==> src/rtl/i2c_eng_pkg.sv <==
package i2c_eng_pkg;

  typedef enum logic [2:0] {
    OP_START     = 3'd0,
    OP_STOP      = 3'd1,
    OP_WRITE     = 3'd2,
    OP_READ_ACK  = 3'd3,
    OP_READ_LAST = 3'd4
  } opKind_t;

  typedef enum logic [2:0] {
    STEP_NONE,
    STEP_SCL_LOW,
    STEP_SCL_REL,
    STEP_SDA_LOW,
    STEP_SDA_REL,
    STEP_SDA_TX,
    STEP_PAUSE,
    STEP_BUS_FREE
  } stepKind_t;

  // Strobes from the sequencer to the line datapath
  typedef struct packed {
    stepKind_t kind;
    logic      sample;
    logic      loadTx;
    logic      shiftTx;
    logic      clrStatus;
  } stepCmd_t;

endpackage

==> src/rtl/i2c_eng_sync.sv <==
module i2c_eng_sync #(
  parameter int WIDTH  = 2,
  parameter int STAGES = 2
) (
  input  logic             clk,
  input  logic             rstN,
  input  logic [WIDTH-1:0] din,
  output logic [WIDTH-1:0] dout
);
  logic [STAGES-1:0][WIDTH-1:0] pipe;

  always_ff @(posedge clk or negedge rstN) begin
    if (!rstN) pipe <= '1;
    else       pipe <= {pipe[STAGES-2:0], din};
  end

  assign dout = pipe[STAGES-1];
endmodule

==> src/rtl/i2c_eng_dpath.sv <==
module i2c_eng_dpath
  import i2c_eng_pkg::*;
#(
  parameter int CYC_PER_US  = 100,
  parameter int STRETCH_US  = 1000,
  parameter int BUS_FREE_US = 60,
  parameter int SETTLE_US   = 2,
  parameter int PAUSE_US    = 1,
  parameter int POLL_US     = 2
) (
  input  logic       clk,
  input  logic       rstN,
  input  stepCmd_t   step,
  input  logic [7:0] txData,
  input  logic       sclSync,
  input  logic       sdaSync,
  output logic       stepDone,
  output logic       sclPullLow,
  output logic       sdaPullLow,
  output logic [7:0] rxData,
  output logic       stuck
);
  localparam int DIV_W  = $clog2(CYC_PER_US) + 1;
  localparam int MAX_US = (STRETCH_US > BUS_FREE_US) ? STRETCH_US : BUS_FREE_US;
  localparam int US_W   = $clog2(MAX_US + 1) + 1;

  stepKind_t        activeKind;
  logic             sampleReq;
  logic [DIV_W-1:0] divCnt;
  logic [US_W-1:0]  usCnt, usNext, targetUs;
  logic [7:0]       txShift, rxShift;
  logic             tick, pollDue, riseOk, riseGiveUp, finish;

  always_comb begin
    tick    = (divCnt == DIV_W'(CYC_PER_US - 1));
    usNext  = usCnt + 1'b1;
    case (activeKind)
      STEP_PAUSE:    targetUs = US_W'(PAUSE_US);
      STEP_BUS_FREE: targetUs = US_W'(BUS_FREE_US);
      default:       targetUs = US_W'(SETTLE_US);
    endcase
    pollDue    = (usNext % US_W'(POLL_US)) == '0;
    riseOk     = pollDue && sclSync;
    riseGiveUp = usNext >= US_W'(STRETCH_US);
    if (activeKind == STEP_NONE || !tick) finish = 1'b0;
    else if (activeKind == STEP_SCL_REL)  finish = riseOk || riseGiveUp;
    else                                  finish = (usNext == targetUs);
  end

  always_ff @(posedge clk or negedge rstN) begin
    if (!rstN) begin
      activeKind <= STEP_NONE;
      sampleReq  <= 1'b0;
      divCnt     <= '0;
      usCnt      <= '0;
      txShift    <= '0;
      rxShift    <= '0;
      sclPullLow <= 1'b0;
      sdaPullLow <= 1'b0;
      stuck      <= 1'b0;
      stepDone   <= 1'b0;
    end else begin
      stepDone <= 1'b0;
      if (step.clrStatus) stuck <= 1'b0;
      if (step.loadTx)       txShift <= txData;
      else if (step.shiftTx) txShift <= {txShift[6:0], 1'b0};
      if (step.kind != STEP_NONE) begin
        activeKind <= step.kind;
        sampleReq  <= step.sample;
        divCnt     <= '0;
        usCnt      <= '0;
        case (step.kind)
          STEP_SCL_LOW: sclPullLow <= 1'b1;
          STEP_SCL_REL: sclPullLow <= 1'b0;
          STEP_SDA_LOW: sdaPullLow <= 1'b1;
          STEP_SDA_REL: sdaPullLow <= 1'b0;
          STEP_SDA_TX:  sdaPullLow <= ~txShift[7];
          default: ;
        endcase
      end else if (activeKind != STEP_NONE) begin
        divCnt <= tick ? '0 : divCnt + 1'b1;
        if (tick) usCnt <= usNext;
        if (finish) begin
          activeKind <= STEP_NONE;
          stepDone   <= 1'b1;
          if (activeKind == STEP_SCL_REL) begin
            if (!riseOk) stuck <= 1'b1;
            if (sampleReq) rxShift <= {rxShift[6:0], sdaSync};
          end
        end
      end
    end
  end

  assign rxData = rxShift;
endmodule

==> src/rtl/i2c_eng_ctrl.sv <==
module i2c_eng_ctrl
  import i2c_eng_pkg::*;
(
  input  logic       clk,
  input  logic       rstN,
  input  logic       cmdValid,
  input  logic [2:0] cmdOp,
  input  logic       stepDone,
  output logic       cmdReady,
  output stepCmd_t   step,
  output logic       doneValid,
  output logic       nackSel
);
  typedef enum logic [4:0] {
    S_IDLE, S_DONE,
    S_ST_A, S_ST_B, S_ST_C, S_ST_D, S_ST_E,
    S_SP_A, S_SP_B, S_SP_C, S_SP_D, S_SP_E,
    S_WR_BIT, S_WR_RISE, S_WR_FALL,
    S_AK_REL, S_AK_RISE, S_AK_FALL,
    S_RD_REL, S_RD_RISE, S_RD_FALL,
    S_RA_LOW, S_RA_RISE, S_RA_FALL, S_RA_REL,
    S_RL_RISE
  } seqState_t;

  seqState_t state, nextState;
  logic      issued;
  logic [2:0] bitCnt;
  logic      ackRead;
  stepKind_t kindNow;

  always_comb begin
    case (state)
      S_ST_A, S_SP_D, S_AK_REL, S_RD_REL, S_RA_REL:       kindNow = STEP_SDA_REL;
      S_ST_B, S_SP_C, S_WR_RISE, S_AK_RISE, S_RD_RISE,
      S_RA_RISE, S_RL_RISE:                               kindNow = STEP_SCL_REL;
      S_ST_C, S_SP_B, S_RA_LOW:                           kindNow = STEP_SDA_LOW;
      S_ST_D:                                             kindNow = STEP_PAUSE;
      S_ST_E, S_SP_A, S_WR_FALL, S_AK_FALL, S_RD_FALL,
      S_RA_FALL:                                          kindNow = STEP_SCL_LOW;
      S_SP_E:                                             kindNow = STEP_BUS_FREE;
      S_WR_BIT:                                           kindNow = STEP_SDA_TX;
      default:                                            kindNow = STEP_NONE;
    endcase
  end

  always_comb begin
    step = '{kind: STEP_NONE, sample: 1'b0, loadTx: 1'b0, shiftTx: 1'b0, clrStatus: 1'b0};
    if (state == S_IDLE) begin
      step.loadTx    = cmdValid;
      step.clrStatus = cmdValid;
    end else if (!issued) begin
      step.kind    = kindNow;
      step.sample  = (state == S_AK_RISE) || (state == S_RD_RISE);
      step.shiftTx = (state == S_WR_FALL);
    end
  end

  always_comb begin
    nextState = state;
    case (state)
      S_IDLE:
        if (cmdValid) begin
          case (cmdOp)
            OP_START:     nextState = S_ST_A;
            OP_STOP:      nextState = S_SP_A;
            OP_WRITE:     nextState = S_WR_BIT;
            OP_READ_ACK,
            OP_READ_LAST: nextState = S_RD_REL;
            default:      nextState = S_DONE;
          endcase
        end
      S_DONE: nextState = S_IDLE;
      default:
        if (issued && stepDone) begin
          case (state)
            S_ST_A:    nextState = S_ST_B;
            S_ST_B:    nextState = S_ST_C;
            S_ST_C:    nextState = S_ST_D;
            S_ST_D:    nextState = S_ST_E;
            S_SP_A:    nextState = S_SP_B;
            S_SP_B:    nextState = S_SP_C;
            S_SP_C:    nextState = S_SP_D;
            S_SP_D:    nextState = S_SP_E;
            S_WR_BIT:  nextState = S_WR_RISE;
            S_WR_RISE: nextState = S_WR_FALL;
            S_WR_FALL: nextState = (bitCnt == 3'd7) ? S_AK_REL : S_WR_BIT;
            S_AK_REL:  nextState = S_AK_RISE;
            S_AK_RISE: nextState = S_AK_FALL;
            S_RD_REL:  nextState = S_RD_RISE;
            S_RD_RISE: nextState = S_RD_FALL;
            S_RD_FALL: nextState = (bitCnt != 3'd7) ? S_RD_RISE :
                                   (ackRead ? S_RA_LOW : S_RL_RISE);
            S_RA_LOW:  nextState = S_RA_RISE;
            S_RA_RISE: nextState = S_RA_FALL;
            S_RA_FALL: nextState = S_RA_REL;
            S_RL_RISE: nextState = S_SP_A;
            default:   nextState = S_DONE;
          endcase
        end
    endcase
  end

  always_ff @(posedge clk or negedge rstN) begin
    if (!rstN) begin
      state   <= S_IDLE;
      issued  <= 1'b0;
      bitCnt  <= '0;
      ackRead <= 1'b0;
      nackSel <= 1'b0;
    end else begin
      state <= nextState;
      if (nextState != state) issued <= 1'b0;
      else if (state != S_IDLE && state != S_DONE) issued <= 1'b1;
      if (state == S_IDLE && cmdValid) begin
        bitCnt  <= '0;
        ackRead <= (cmdOp == OP_READ_ACK);
        nackSel <= (cmdOp == OP_WRITE);
      end else if (issued && stepDone && (state == S_WR_FALL || state == S_RD_FALL)) begin
        bitCnt <= bitCnt + 1'b1;
      end
    end
  end

  assign cmdReady  = (state == S_IDLE);
  assign doneValid = (state == S_DONE);
endmodule

==> src/rtl/i2c_byte_engine.sv <==
module i2c_byte_engine
  import i2c_eng_pkg::*;
#(
  parameter int CLK_HZ      = 100_000_000,
  parameter int STRETCH_US  = 1000,
  parameter int BUS_FREE_US = 60,
  parameter int SETTLE_US   = 2,
  parameter int PAUSE_US    = 1,
  parameter int POLL_US     = 2
) (
  input  logic       clk,
  input  logic       rstN,
  input  logic       cmdValid,
  output logic       cmdReady,
  input  logic [2:0] cmdOp,
  input  logic [7:0] cmdData,
  output logic       doneValid,
  output logic [7:0] doneData,
  output logic       doneNack,
  output logic       doneStuck,
  input  logic       sclIn,
  input  logic       sdaIn,
  output logic       sclPullLow,
  output logic       sdaPullLow
);
  localparam int CYC_PER_US = CLK_HZ / 1_000_000;

  stepCmd_t   step;
  logic       stepDone, nackSel, stuck;
  logic [1:0] lineSync;
  logic [7:0] rxData;

  i2c_eng_sync #(.WIDTH(2), .STAGES(2)) uSync (
    .clk(clk), .rstN(rstN), .din({sclIn, sdaIn}), .dout(lineSync)
  );

  i2c_eng_ctrl uCtrl (
    .clk(clk), .rstN(rstN), .cmdValid(cmdValid), .cmdOp(cmdOp),
    .stepDone(stepDone), .cmdReady(cmdReady), .step(step),
    .doneValid(doneValid), .nackSel(nackSel)
  );

  i2c_eng_dpath #(
    .CYC_PER_US(CYC_PER_US), .STRETCH_US(STRETCH_US), .BUS_FREE_US(BUS_FREE_US),
    .SETTLE_US(SETTLE_US), .PAUSE_US(PAUSE_US), .POLL_US(POLL_US)
  ) uDpath (
    .clk(clk), .rstN(rstN), .step(step), .txData(cmdData),
    .sclSync(lineSync[1]), .sdaSync(lineSync[0]), .stepDone(stepDone),
    .sclPullLow(sclPullLow), .sdaPullLow(sdaPullLow), .rxData(rxData), .stuck(stuck)
  );

  assign doneData  = rxData;
  assign doneNack  = nackSel & rxData[0];
  assign doneStuck = stuck;
endmodule

==> config.mk <==
export PLATFORM = sky130hd
export DESIGN_NAME = i2c_byte_engine
export DESIGN_NICKNAME = d
export VERILOG_FILES = /design/src/rtl/i2c_eng_pkg.sv /design/src/rtl/i2c_eng_sync.sv /design/src/rtl/i2c_eng_dpath.sv /design/src/rtl/i2c_eng_ctrl.sv /design/src/rtl/i2c_byte_engine.sv
export SDC_FILE = /design/constraint.sdc
export NUM_CORES = 1
export LEC_CHECK = 0
export ABC_AREA = 1
export BUFFER_PORTS_ARGS = -buffer_cell sky130_fd_sc_hd__buf_2
export CAP_MARGIN = 20
export CORE_UTILIZATION = 25
export CTS_BUF_LIST = sky130_fd_sc_hd__clkbuf_16
export DETAILED_ROUTE_END_ITERATION = 8
export MAX_ROUTING_LAYER = met4
export SYNTH_ARGS = -nofsm -noshare
export SYNTH_HDL_FRONTEND = slang
export SYNTH_SLANG_ARGS = --single-unit
==> constraint.sdc <==
create_clock -name clk -period 2.6 [get_ports clk]
set_input_delay 0.13 -clock clk [delete_from_list [all_inputs] [get_ports clk]]
set_output_delay 0.13 -clock clk [all_outputs]
set_load 0.01 [all_outputs]
-- After elaboration in Yosys (flattened, before gate mapping)
Memories as Yosys holds them, arrays and structs flattened.
Index checks and enable logic that the tools add are counted.
- reduce and logical (&&, ||, !) cells: 31
- muxes and demuxes: 42
- equality and inequality tests: 39
- multiply operators: 0
- shift-type cells: 0
- bitwise operators: 3
- add/subtract/negate cells: 3
- div/mod/pow operators: 0
- magnitude comparators: 1
- operator list (operator ; number):
    $pmux W5 S20 ; 1
    $eq A5 B5 Y1 const B ; 8
    $mux W8 ; 5
    $eq A5 B4 Y1 const B ; 7
    $mux W11 ; 3
    $pmux W5 S4 ; 1
    $eq A3 B3 Y1 const B ; 6
    $mux W1 ; 16
    $eq A3 B2 Y1 const B ; 5
    $eq A5 B3 Y1 const B ; 3
    $mux W3 ; 5
    $mux W5 ; 3
    $reduce_bool A2 Y1 ; 7
    $mux W4 ; 3
    $pmux W6 S2 ; 1
    $add A11 B1 Y11 const B ; 1
    $eq A11 B6 Y1 ; 1
    $ge A11 B10 Y1 const B ; 1
    $logic_not A11 Y1 ; 1
    $eq A5 B2 Y1 const B ; 2
    $pmux W5 S2 ; 1
    $reduce_bool A3 Y1 ; 3
    $add A8 B1 Y8 const B ; 1
    $eq A8 B7 Y1 const B ; 1
    other kinds (20) ; 33
- ROM bits: 96
- input bits: 16
- word-level logic and storage cells: 137
- bits in registers: 58
- memories: 1
- output and inout port bits: 14
- RAM bits: 0
- latch bits: 0
- memories (name ; words ; width ; read ports ; clocked after memory_dff ; write ports ; line ; source):
    (no name shown) ; 32 ; 3 ; 1 ; 0 ; 0 ; i2c_eng_ctrl.sv:32 ; case (state)

-- Depth between registers and ports, before layout
Gate-level depths: netlist of run 1.
- word-level depth: 9
- depth in mapped cells: 16
- gate-level depth less buffers: 16

-- Cells and area by module
A second synthesis of run 1 with hierarchy kept.
- cell total of the unflattened synthesis: 531
- area, all modules: 3733.6 µm²
- by module, submodules not included (module ; seq. area each (µm²) ; area an instance (µm²) ; cells each ; times used):
    i2c_eng_dpath ; 1076.0 ; 2220.9 ; 297 ; 1
    i2c_eng_ctrl ; 275.3 ; 1385.1 ; 226 ; 1
    i2c_eng_sync ; 105.1 ; 120.1 ; 6 ; 1
    i2c_byte_engine ; 0.0 ; 7.5 ; 2 ; 1

-- Worst setup path after synthesis of run 1
No wires, ideal clock.
- kind: flip-flop to flip-flop
- start: register uCtrl.state[1]
- end: register uDpath.rxShift[0], in the netlist uDpath.rxData[0]
- clock period less this slack: 2090 ps
- required time: 2483 ps
- data arrival time: 1973 ps
- buffers on the path: 0
- library setup time: 117 ps
- stages on the path, launching flop included: 16
- slack: 510 ps
- cell sequence: dfrtp_1 > inv_1 > ha_1 > inv_1 > nor2_1 > nand2_4 > nand2_2 > inv_2 > nand3_4 > nand2_4 > nor2_8 > nand2_4 > nor2_8 > nand2_4 > nand2_1 > nand2_1
- word-level cells in the longest chain between the ends: 6
- elaborated cells between the ends (all ways): 7
- those cells by class: 2 x mux; 1 x bitwise; 3 x reduce/logical; 1 x memory
- ends and longest elaborated chain (element ; line ; source):
    start, declared ; i2c_eng_ctrl.sv:25 ; seqState_t state, nextState;
    start signal, assigned ; i2c_eng_ctrl.sv:111 ; state <= nextState;
    $mem_v2 Z32 W3 ; n/a ;
    $mux W4 ; i2c_eng_ctrl.sv:51 ; end else if (!issued) begin
    $mux W4 * ; i2c_eng_ctrl.sv:48 ; if (state == S_IDLE) begin
    $reduce_bool A3 Y1 * ; i2c_eng_dpath.sv:67 ; if (step.kind != STEP_NONE) begin
    $not A1 Y1 (no source line) * ; n/a ;
    $reduce_and A5 Y1 (no source line) * ; n/a ;
    end signal, assigned ; i2c_eng_dpath.sv:88 ; if (sampleReq) rxShift <= {rxShift[6:0], sdaSync};
    end, declared ; i2c_eng_dpath.sv:31 ; logic [7:0] txShift, rxShift;
Mark *: on every way between the ends. The rest lies on a longest branch, timed or not.
A chain may end at the register's enable or synchronous reset.

-- Final worst setup path of run 1
- start: register uCtrl.state[0]
- end: register uDpath.rxShift[2], in the netlist uDpath.rxData[2]
Same word-level chain as after synthesis.

==> results of run 1 <==
-- repair_timing --
action,4_1_cts,5_1_grt
hold buffers,3,0
endpoints found under the hold margin,26,0
endpoints found under the setup margin,0,12
resized for setup,0,3
buffers inserted,0,0
-- registers in the layout, indices dropped and copies added (netlist names), 2 cells and up --
name               flops
uDpath.usCnt          11
uDpath.divCnt          8
uDpath.rxData          8
uDpath.txShift         8
uCtrl.state            5
uCtrl.bitCnt           3
uDpath.activeKind      3
uSync.dout             2
uSync.pipe             2
-- metal layers --
metal	share of wire [%]	up-vias	routed length (µm)	global-route usage (%)
met5	0	-	0	-
met4	1.8	0	159	4.09
met3	5.1	14	455	2.65
met2	44	97	3960	19.1
met1	49	1597	4350	16.3
li1	-	1823	-	-
-- worst reg2reg max path, cell delays in order (launching register included) --
cell	delay, ns
sky130_fd_sc_hd__dfrtp_1	0.47
sky130_fd_sc_hd__inv_1	0.19
sky130_fd_sc_hd__ha_1	0.20
sky130_fd_sc_hd__inv_1	0.06
sky130_fd_sc_hd__nor2_1	0.20
sky130_fd_sc_hd__nand2_4	0.13
sky130_fd_sc_hd__nand2_2	0.08
sky130_fd_sc_hd__inv_2	0.05
sky130_fd_sc_hd__nand2_1	0.10
sky130_fd_sc_hd__nor2_4	0.07
sky130_fd_sc_hd__nor2_8	0.24
sky130_fd_sc_hd__nand2_4	0.10
sky130_fd_sc_hd__nor2_8	0.16
sky130_fd_sc_hd__nand2_4	0.10
sky130_fd_sc_hd__nand2_1	0.07
sky130_fd_sc_hd__nand2_1	0.05
-- final cells by class --
type                       instances  area [µm²]
fill                            1595       10200
multi-input combinational        394        2000
sequential                        58        1460
inverter                          71         267
timing repair buffer              42         250
tap                              184         230
clock buffer                       9         225
clock inverter                     7        62.6
-- cells in the final DEF, fill, tap and decap left out, types with 9 or more instances in the layout --
cell type	instances
sky130_fd_sc_hd__ha_1	10
sky130_fd_sc_hd__buf_2	29
sky130_fd_sc_hd__clkbuf_16	9
sky130_fd_sc_hd__a21oi_1	14
sky130_fd_sc_hd__o21ai_0	16
sky130_fd_sc_hd__nand3_1	61
sky130_fd_sc_hd__buf_4	10
sky130_fd_sc_hd__dfrtp_1	53
sky130_fd_sc_hd__nand2_1	168
sky130_fd_sc_hd__o21ai_1	10
sky130_fd_sc_hd__inv_1	67
sky130_fd_sc_hd__nand4_1	12
sky130_fd_sc_hd__nor2_1	47
-- cells by family after synthesis --
logic type,synth area share (%)
AOI/OAI and AO/OA,10.0
xor gates and xnor gates,1.39
adders and majority gates,3.30
buffers and inverters,8.92
DFF,38.5
and+or+nand+nor,37.9
-- power by group through the flow --
stage	logic [mW]	clock network, mW	registers (mW)
final	0.0468	1.14	0.917
after CTS	0.0492	1.16	0.917
after detailed placement	0.0452	0	0.932
after global routing	0.0553	1.21	0.917
after global placement	0.0454	0	0.932
after floorplan	0.0105	0	0.932
-- through the flow --
| stage | total power [mW] | TNS (ns) |
|---|---|---|
| finish | 2.10 | 0 |
| global route | 2.18 | -0.000192 |
| CTS | 2.12 | 0 |
| detailed placement | 0.978 | 0 |
| global placement | 0.978 | 0 |
| floorplan | 0.942 | 0 |
-- path summary, 6_finish.rpt --
| path | to | slack [ns] |
|---|---|---|
| setup / recovery | uDpath.rxData[2] | 0.24 |
| hold / removal | uDpath.txShift[0] | 0.03 |
| setup reg to reg | uDpath.rxData[2] | 0.24 |
| hold reg to reg | uSync.dout[1] | 0.35 |
| max in group asynchronous | uCtrl.state[1] | 1.49 |
| min in group asynchronous | uDpath.divCnt[3] | 0.41 |
==> results by group, run 1 <==
Outcome
  – Result of the run: finished, final reports clean

Setup path
  – CP Data Arrival Time: 2.57 ns
  – Kind of start point of the critical path: flip-flop
  – Largest stage delay on the critical path: 0.47 ns
  – Critical path depth in cells: 15
  – Launching point of the worst reg2reg path: uCtrl.state[0]
  – Critical-path cell list: inv_1 -> ha_1 -> inv_1 -> nor2_1 -> nand2_4 -> nand2_2 -> inv_2 -> nand2_1 -> nor2_4 -> nor2_8 -> nand2_4 -> nor2_8 -> nand2_4 -> nand2_1 -> nand2_1
  – Data required time of the critical path: 2.81 ns
  – CP bufs+invs: 3
  – Worst path slowest cell: sky130_fd_sc_hd__dfrtp_1
  – Critical path start-end classification: flip-flop to flip-flop
  – CP Launch Point: uCtrl.state[0]
  – Critical path capture point type: flip-flop
  – Gate family responsible for the most delay along the worst path: simple AND/OR/NAND/NOR gates
  – Number of cells on the worst reg-to-reg path: 15
  – Critical Path Fanout Max: 14

Floorplan
  – Number of standard-cell rows in the floorplan: 44
  – I/O pin count: 30
  – Initial Utilization: 25.9%
  – Overall die area: 15,600 µm²
  – Core region area: 14,600 µm²
  – Die extent in y: 125 µm
  – Die outline width: 125 µm

Pwr
  – Combinational Power Share: 2.2%
  – Internal portion of total power: 1.66 mW
  – Largest voltage drop on the vdd net: 434 µV
  – Ratio of total power to cell area: 468 nW/µm²
  – Clock group share of total power: 54.1%
  – Share of total power in sequential cells: 43.7%
  – Sw Pwr: 439 µW
  – Reported leakage power: 2.26 nW
  – Switching Share: 20.9%

STA
  – Maximum achievable frequency: 424 MHz
  – Final cycle utilization of the critical path: 90.7%
  – Remaining max-slew budget at the tightest pin: 54.1%
  – Least-Margin Pin Slew: 0.688 ns
  – Crit path time final: 2.36 ns
  – Setup slack after layout: 0.242 ns
  – Worst hold slack: 0.0300 ns
  – Number of pins with negative max-slew slack in the final report: 0
  – Endpoints failing hold: 0
  – Setup Skew: 0.00808 ns
  – Number of setup violations in the final report: 0

Hold path
  – Beginning of the worst hold path: cmdData[0]
  – Number of stages on the worst hold path: 2
  – Min-delay worst type: input pin to flip-flop

Clock tree
  – Total clock sinks: 58
  – CTS Buf Count: 9
  – Count of H-tree levels built during CTS: 3
  – Clk_lat worst skew: 0.32 ns
  – Maximum count of clock buffers along a single path: 2
  – Clock input transition at the sequential cells of the worst setup and hold paths: 0.05 ns
  – CTS tree: built
  – Buffer type at the clock tree root: sky130_fd_sc_hd__clkbuf_16

Synthesis
  – Post-synthesis average cell area: 7.12 µm²
  – Syn_nets: 558
  – Synthesis warning total: 0
  – Post-synth top area share: 35.7%
  – Predominant post-synthesis flop cell: sky130_fd_sc_hd__dfrtp_1
  – Asr flop ratio synth: 100%
  – Main area contributors after synthesis: sky130_fd_sc_hd__dfrtp_1 (36%), sky130_fd_sc_hd__nand2_1 (17%), sky130_fd_sc_hd__nand3_1 (8.1%)
  – Number of library cell types mapped by synthesis: 41
  – Seq cells post-synth: 58
  – Dominant cell by count in the synthesized netlist: sky130_fd_sc_hd__nand2_1
  – Netlist area before placement: 3790 µm²
  – Number of enable-type register cells in the synthesized netlist: 0
  – Number of standard cells after synthesis: 532
  – Seq/Total Area, Yosys: 38.5%
  – Commonest cells in the synthesized netlist: sky130_fd_sc_hd__nand2_1 (168), sky130_fd_sc_hd__inv_1 (65), sky130_fd_sc_hd__nand3_1 (61), sky130_fd_sc_hd__dfrtp_1 (54), sky130_fd_sc_hd__nor2_1 (47)
  – Post-synthesis cell type with the largest combined area: sky130_fd_sc_hd__dfrtp_1

Finish
  – Finished layout cell area: 4490 µm²
  – Layout Nets: 602
  – Fraction of final layout cells with drive strength greater than 1: 14.8%
  – Number of diodes: 0
  – Layout-stage area growth over the synthesis result: 18.7%
  – Fin cells: 765
  – Core utilization of the finished layout: 30.7%

Global routing
  – Global-route congestion overflow total: 0
  – Wire length of the first global-routing pass: 15.5 mm
  – Number of antenna violations at the first check in global routing: 0
  – Number of global-route vias before repair: 3,269
  – Overall routing resource usage: 12.5%
  – Largest net degree at the start of global routing: 31

Detailed routing
  – Antenna viol nets, final: 0
  – Routed length per instance: 11.7 µm
  – Detailed-routing iteration count for the pre-antenna-repair pass: 7
  – Final Routed Wirelength: 8.92 mm
  – Via count: 3,531
  – Vias/cell: 4.62
  – First DRT Iteration DRCs: 293
  – DRC: 0

Place
  – Port Buf Inserts: 29
  – Standard cell area after detailed placement: 4170 µm²
  – Placed cells: 746
  – Routability congestion estimate from global placement: 0.846
  – Worst slack at placement: 0.219 ns
  – HPWL after detailed placement: 6.77 mm

Flow run
  – Max-cap viol count: 0
Power figures use the tool's default switching activity.
==> run 2, diff against run 1 <==
--- a/config.mk
+++ b/config.mk
@@ -12,6 +12,7 @@
 export CTS_BUF_LIST = sky130_fd_sc_hd__clkbuf_16
 export DETAILED_ROUTE_END_ITERATION = 8
 export MAX_ROUTING_LAYER = met4
+export PLACE_DENSITY = 0.42
 export SYNTH_ARGS = -nofsm -noshare
 export SYNTH_HDL_FRONTEND = slang
 export SYNTH_SLANG_ARGS = --single-unit
==> run 2 against run 1 <==
  * Final area grew 0.36%
  * Clock power is essentially flat
  * Clock skew grew 0.0052 ns
  * Hold slack lost 0.0027 ns
  * Wire length grew 9.1%
  * Worst setup slack gained 0.039 ns
  * Sequential share of layout area shrank 0.089 points
  * Register-to-register slack gained 0.04 ns
  * Die area is the same
  * Sequential power is essentially flat
  * Via count is essentially flat
  * Largest cell class unchanged
==> results by group, run 2 (synthesis gave the netlist of run 1 again) <==
Outcome
  – Result of the run: finished, final reports clean

STA
  – Remaining max-slew budget at the tightest pin: 49.3% (-4.8 points)
  – Crit path time final: 2.32 ns (-0.0395 ns)
  – Maximum achievable frequency: 431 MHz (+1.7%)
  – Setup Skew: 0.0133 ns (+0.00518 ns)
  – Number of setup violations in the final report: 0 (unchanged)
  – Setup TNS: 0 ns (unchanged)
  – Unrepaired setup endpoints after global routing: no
  – Final cycle utilization of the critical path: 89.2% (-1.5 points)
  – Endpoints failing hold: 0 (unchanged)
  – Worst hold slack: 0.0274 ns (-0.00266 ns)
  – Least-Margin Pin Slew: 0.760 ns (+0.0717 ns)
  – Number of pins with negative max-slew slack in the final report: 0 (unchanged)

Pwr
  – Reported leakage power: 2.27 nW (+0.37%)
  – Overall power of the completed layout: 2.10 mW (about the same)
  – Ratio of total power to cell area: 465 nW/µm² (-0.46%)
  – Largest voltage drop on the vdd net: 263 µV (-39%)

Finish
  – Fin cells: 768 (+0.39%)
  – Layout Nets: 605 (+0.50%)
  – Register bank with the most flops: uDpath.usCnt
  – Fraction of final layout cells with drive strength greater than 1: 15.1% (+0.27 points)
  – Most common cell after layout, fill and taps aside: sky130_fd_sc_hd__nand2_1
  – Core utilization of the finished layout: 30.8% (+0.11 points)
  – Most frequent cells in the layout: sky130_fd_sc_hd__nand2_1 (168), sky130_fd_sc_hd__inv_1 (67), sky130_fd_sc_hd__nand3_1 (61), sky130_fd_sc_hd__dfrtp_1 (52), sky130_fd_sc_hd__nor2_1 (47)
  – Number of flip-flops in the largest register: 11 (unchanged)
  – Layout-stage area growth over the synthesis result: 19.1%
  – Number of diodes: 0 (unchanged)
  – Filler Cell Count: 1,595 (unchanged)

Floorplan
  – Die extent in y: 125 µm (unchanged)
  – I/O pin count: 30 (unchanged)
  – Core region area: 14,600 µm² (unchanged)
  – Die outline width: 125 µm (unchanged)
  – Initial Utilization: 25.9% (unchanged)
  – Number of standard-cell rows in the floorplan: 44 (unchanged)
  – Overall die area: 15,600 µm² (unchanged)

Setup path
  – Largest stage delay on the critical path: 0.45 ns (-0.02 ns)
  – CP Data Arrival Time: 2.53 ns (-0.04 ns)
  – CP Launch Point: uCtrl.state[0]
  – Kind of start point of the critical path: flip-flop
  – Critical path start-end classification: flip-flop to flip-flop
  – Data required time of the critical path: 2.81 ns (about the same)
  – CP bufs+invs: 3 (unchanged)
  – Critical-path cell list: inv_1 -> ha_1 -> inv_1 -> nor2_1 -> nand2_4 -> nand2_2 -> inv_2 -> nand3_4 -> nand2_4 -> nor2_8 -> nand2_4 -> nor2_8 -> nand2_4 -> nand2_1 -> nand2_1
  – Critical Path Fanout Max: 14 (unchanged)
  – Worst path most repeated cell: sky130_fd_sc_hd__nand2_4
  – Gate family responsible for the most delay along the worst path: simple AND/OR/NAND/NOR gates
  – Critical path capture point type: flip-flop
  – Worst path slowest cell: sky130_fd_sc_hd__dfrtp_2
  – Launching point of the worst reg2reg path: uCtrl.state[0]
  – Register-to-register setup slack: 0.28 ns (+0.04 ns)

Detailed routing
  – DRC: 0 (unchanged)
  – Via count: 3,532 (+0.028%)
  – First DRT Iteration DRCs: 212 (-28%)
  – Antenna viol nets, final: 0 (unchanged)
  – Final Routed Wirelength: 9.73 mm (+9.1%)
  – Routed length per instance: 12.7 µm (+8.7%)
  – Detailed-routing iteration count for the pre-antenna-repair pass: 4 (-3)
  – Vias/cell: 4.60 (-0.36%)

Clock tree
  – Total clock sinks: 58 (unchanged)
  – Clock input transition at the sequential cells of the worst setup and hold paths: 0.06 ns (about the same)
  – Clk_lat worst skew: 0.33 ns (about the same)
  – Buffer type at the clock tree root: sky130_fd_sc_hd__clkbuf_16
  – Count of H-tree levels built during CTS: 3 (unchanged)
  – Maximum count of clock buffers along a single path: 2 (unchanged)
  – CTS tree: built
  – CTS Buf Count: 9 (unchanged)

Place
  – Routability congestion estimate from global placement: 0.851 (+0.56%)
  – Port Buf Inserts: 29 (unchanged)
  – HPWL after detailed placement: 7.49 mm (+11%)
  – Placed cells: 749 (+0.40%)

Global routing
  – Number of antenna violations at the first check in global routing: 0 (unchanged)
  – Overall routing resource usage: 13.8% (+1.3 points)
  – Number of global-route vias before repair: 3,442 (+5.3%)
  – Global-route congestion overflow total: 0 (unchanged)
  – Largest net degree at the start of global routing: 32 (+3.2%)
  – Wire length of the first global-routing pass: 16.8 mm (+8.2%)

Hold path
  – Min-delay worst type: input pin to flip-flop
  – Beginning of the worst hold path: cmdData[0]

Flow run
  – Max-cap viol count: 0 (unchanged)
[run 2: worst paths after layout]
| path | endpoint | cells after the start |
|---|---|---|
| setup reg to reg | uDpath.rxData[0] | 15 |
| hold / removal | uDpath.txShift[0] | 2 |
| min in group asynchronous | uCtrl.state[4] | 2 |
| setup / recovery | uDpath.rxData[0] | 15 |
| hold reg to reg | uSync.dout[0] | 0 |
| max in group asynchronous | uSync.dout[1] | 3 |
[run 2: metal layers]
metal	vias to the layer above	wire, µm	track usage, %	part of all wire (%)
li1	1829	-	-	-
met5	-	0	-	0
met3	6	301	3.08	3.1
met1	1640	4690	17.1	48
met4	0	66	4.45	0.68
met2	57	4670	22.1	48
[run 2: through the flow]
stage	cell area [µm²]	setup WS, ns
after CTS	4510	0.217
after global placement	4190	0.253
final	4510	0.281
after global routing	4510	0.0589
after detailed placement	4190	0.232
after floorplan	3790	0.510
[run 2: power breakdown]
| part | total (mW) | internal (mW) | switching, mW |
|---|---|---|---|
| Combinational | 0.0490 | 0.0177 | 0.0313 |
| Clock | 1.13 | 0.729 | 0.403 |
| Sequential | 0.917 | 0.914 | 0.00327 |
[run 2: timing repair]
action                                  in CTS  in global routing
endpoints found under the setup margin       0                  1
buffers inserted                             0                  0
hold buffers                                 3                  0
endpoints found under the hold margin       29                  0
resized for setup                            0                  2
[run 2: area by class of cell]
type,count,area [µm²],area share [%]
multi-input combinational,394,1990,44.2
clock inverter,7,63.8,1.42
tap,184,230,5.11
sequential,58,1460,32.4
inverter,71,267,5.91
timing repair buffer,45,273,6.05
clock buffer,9,225,4.99
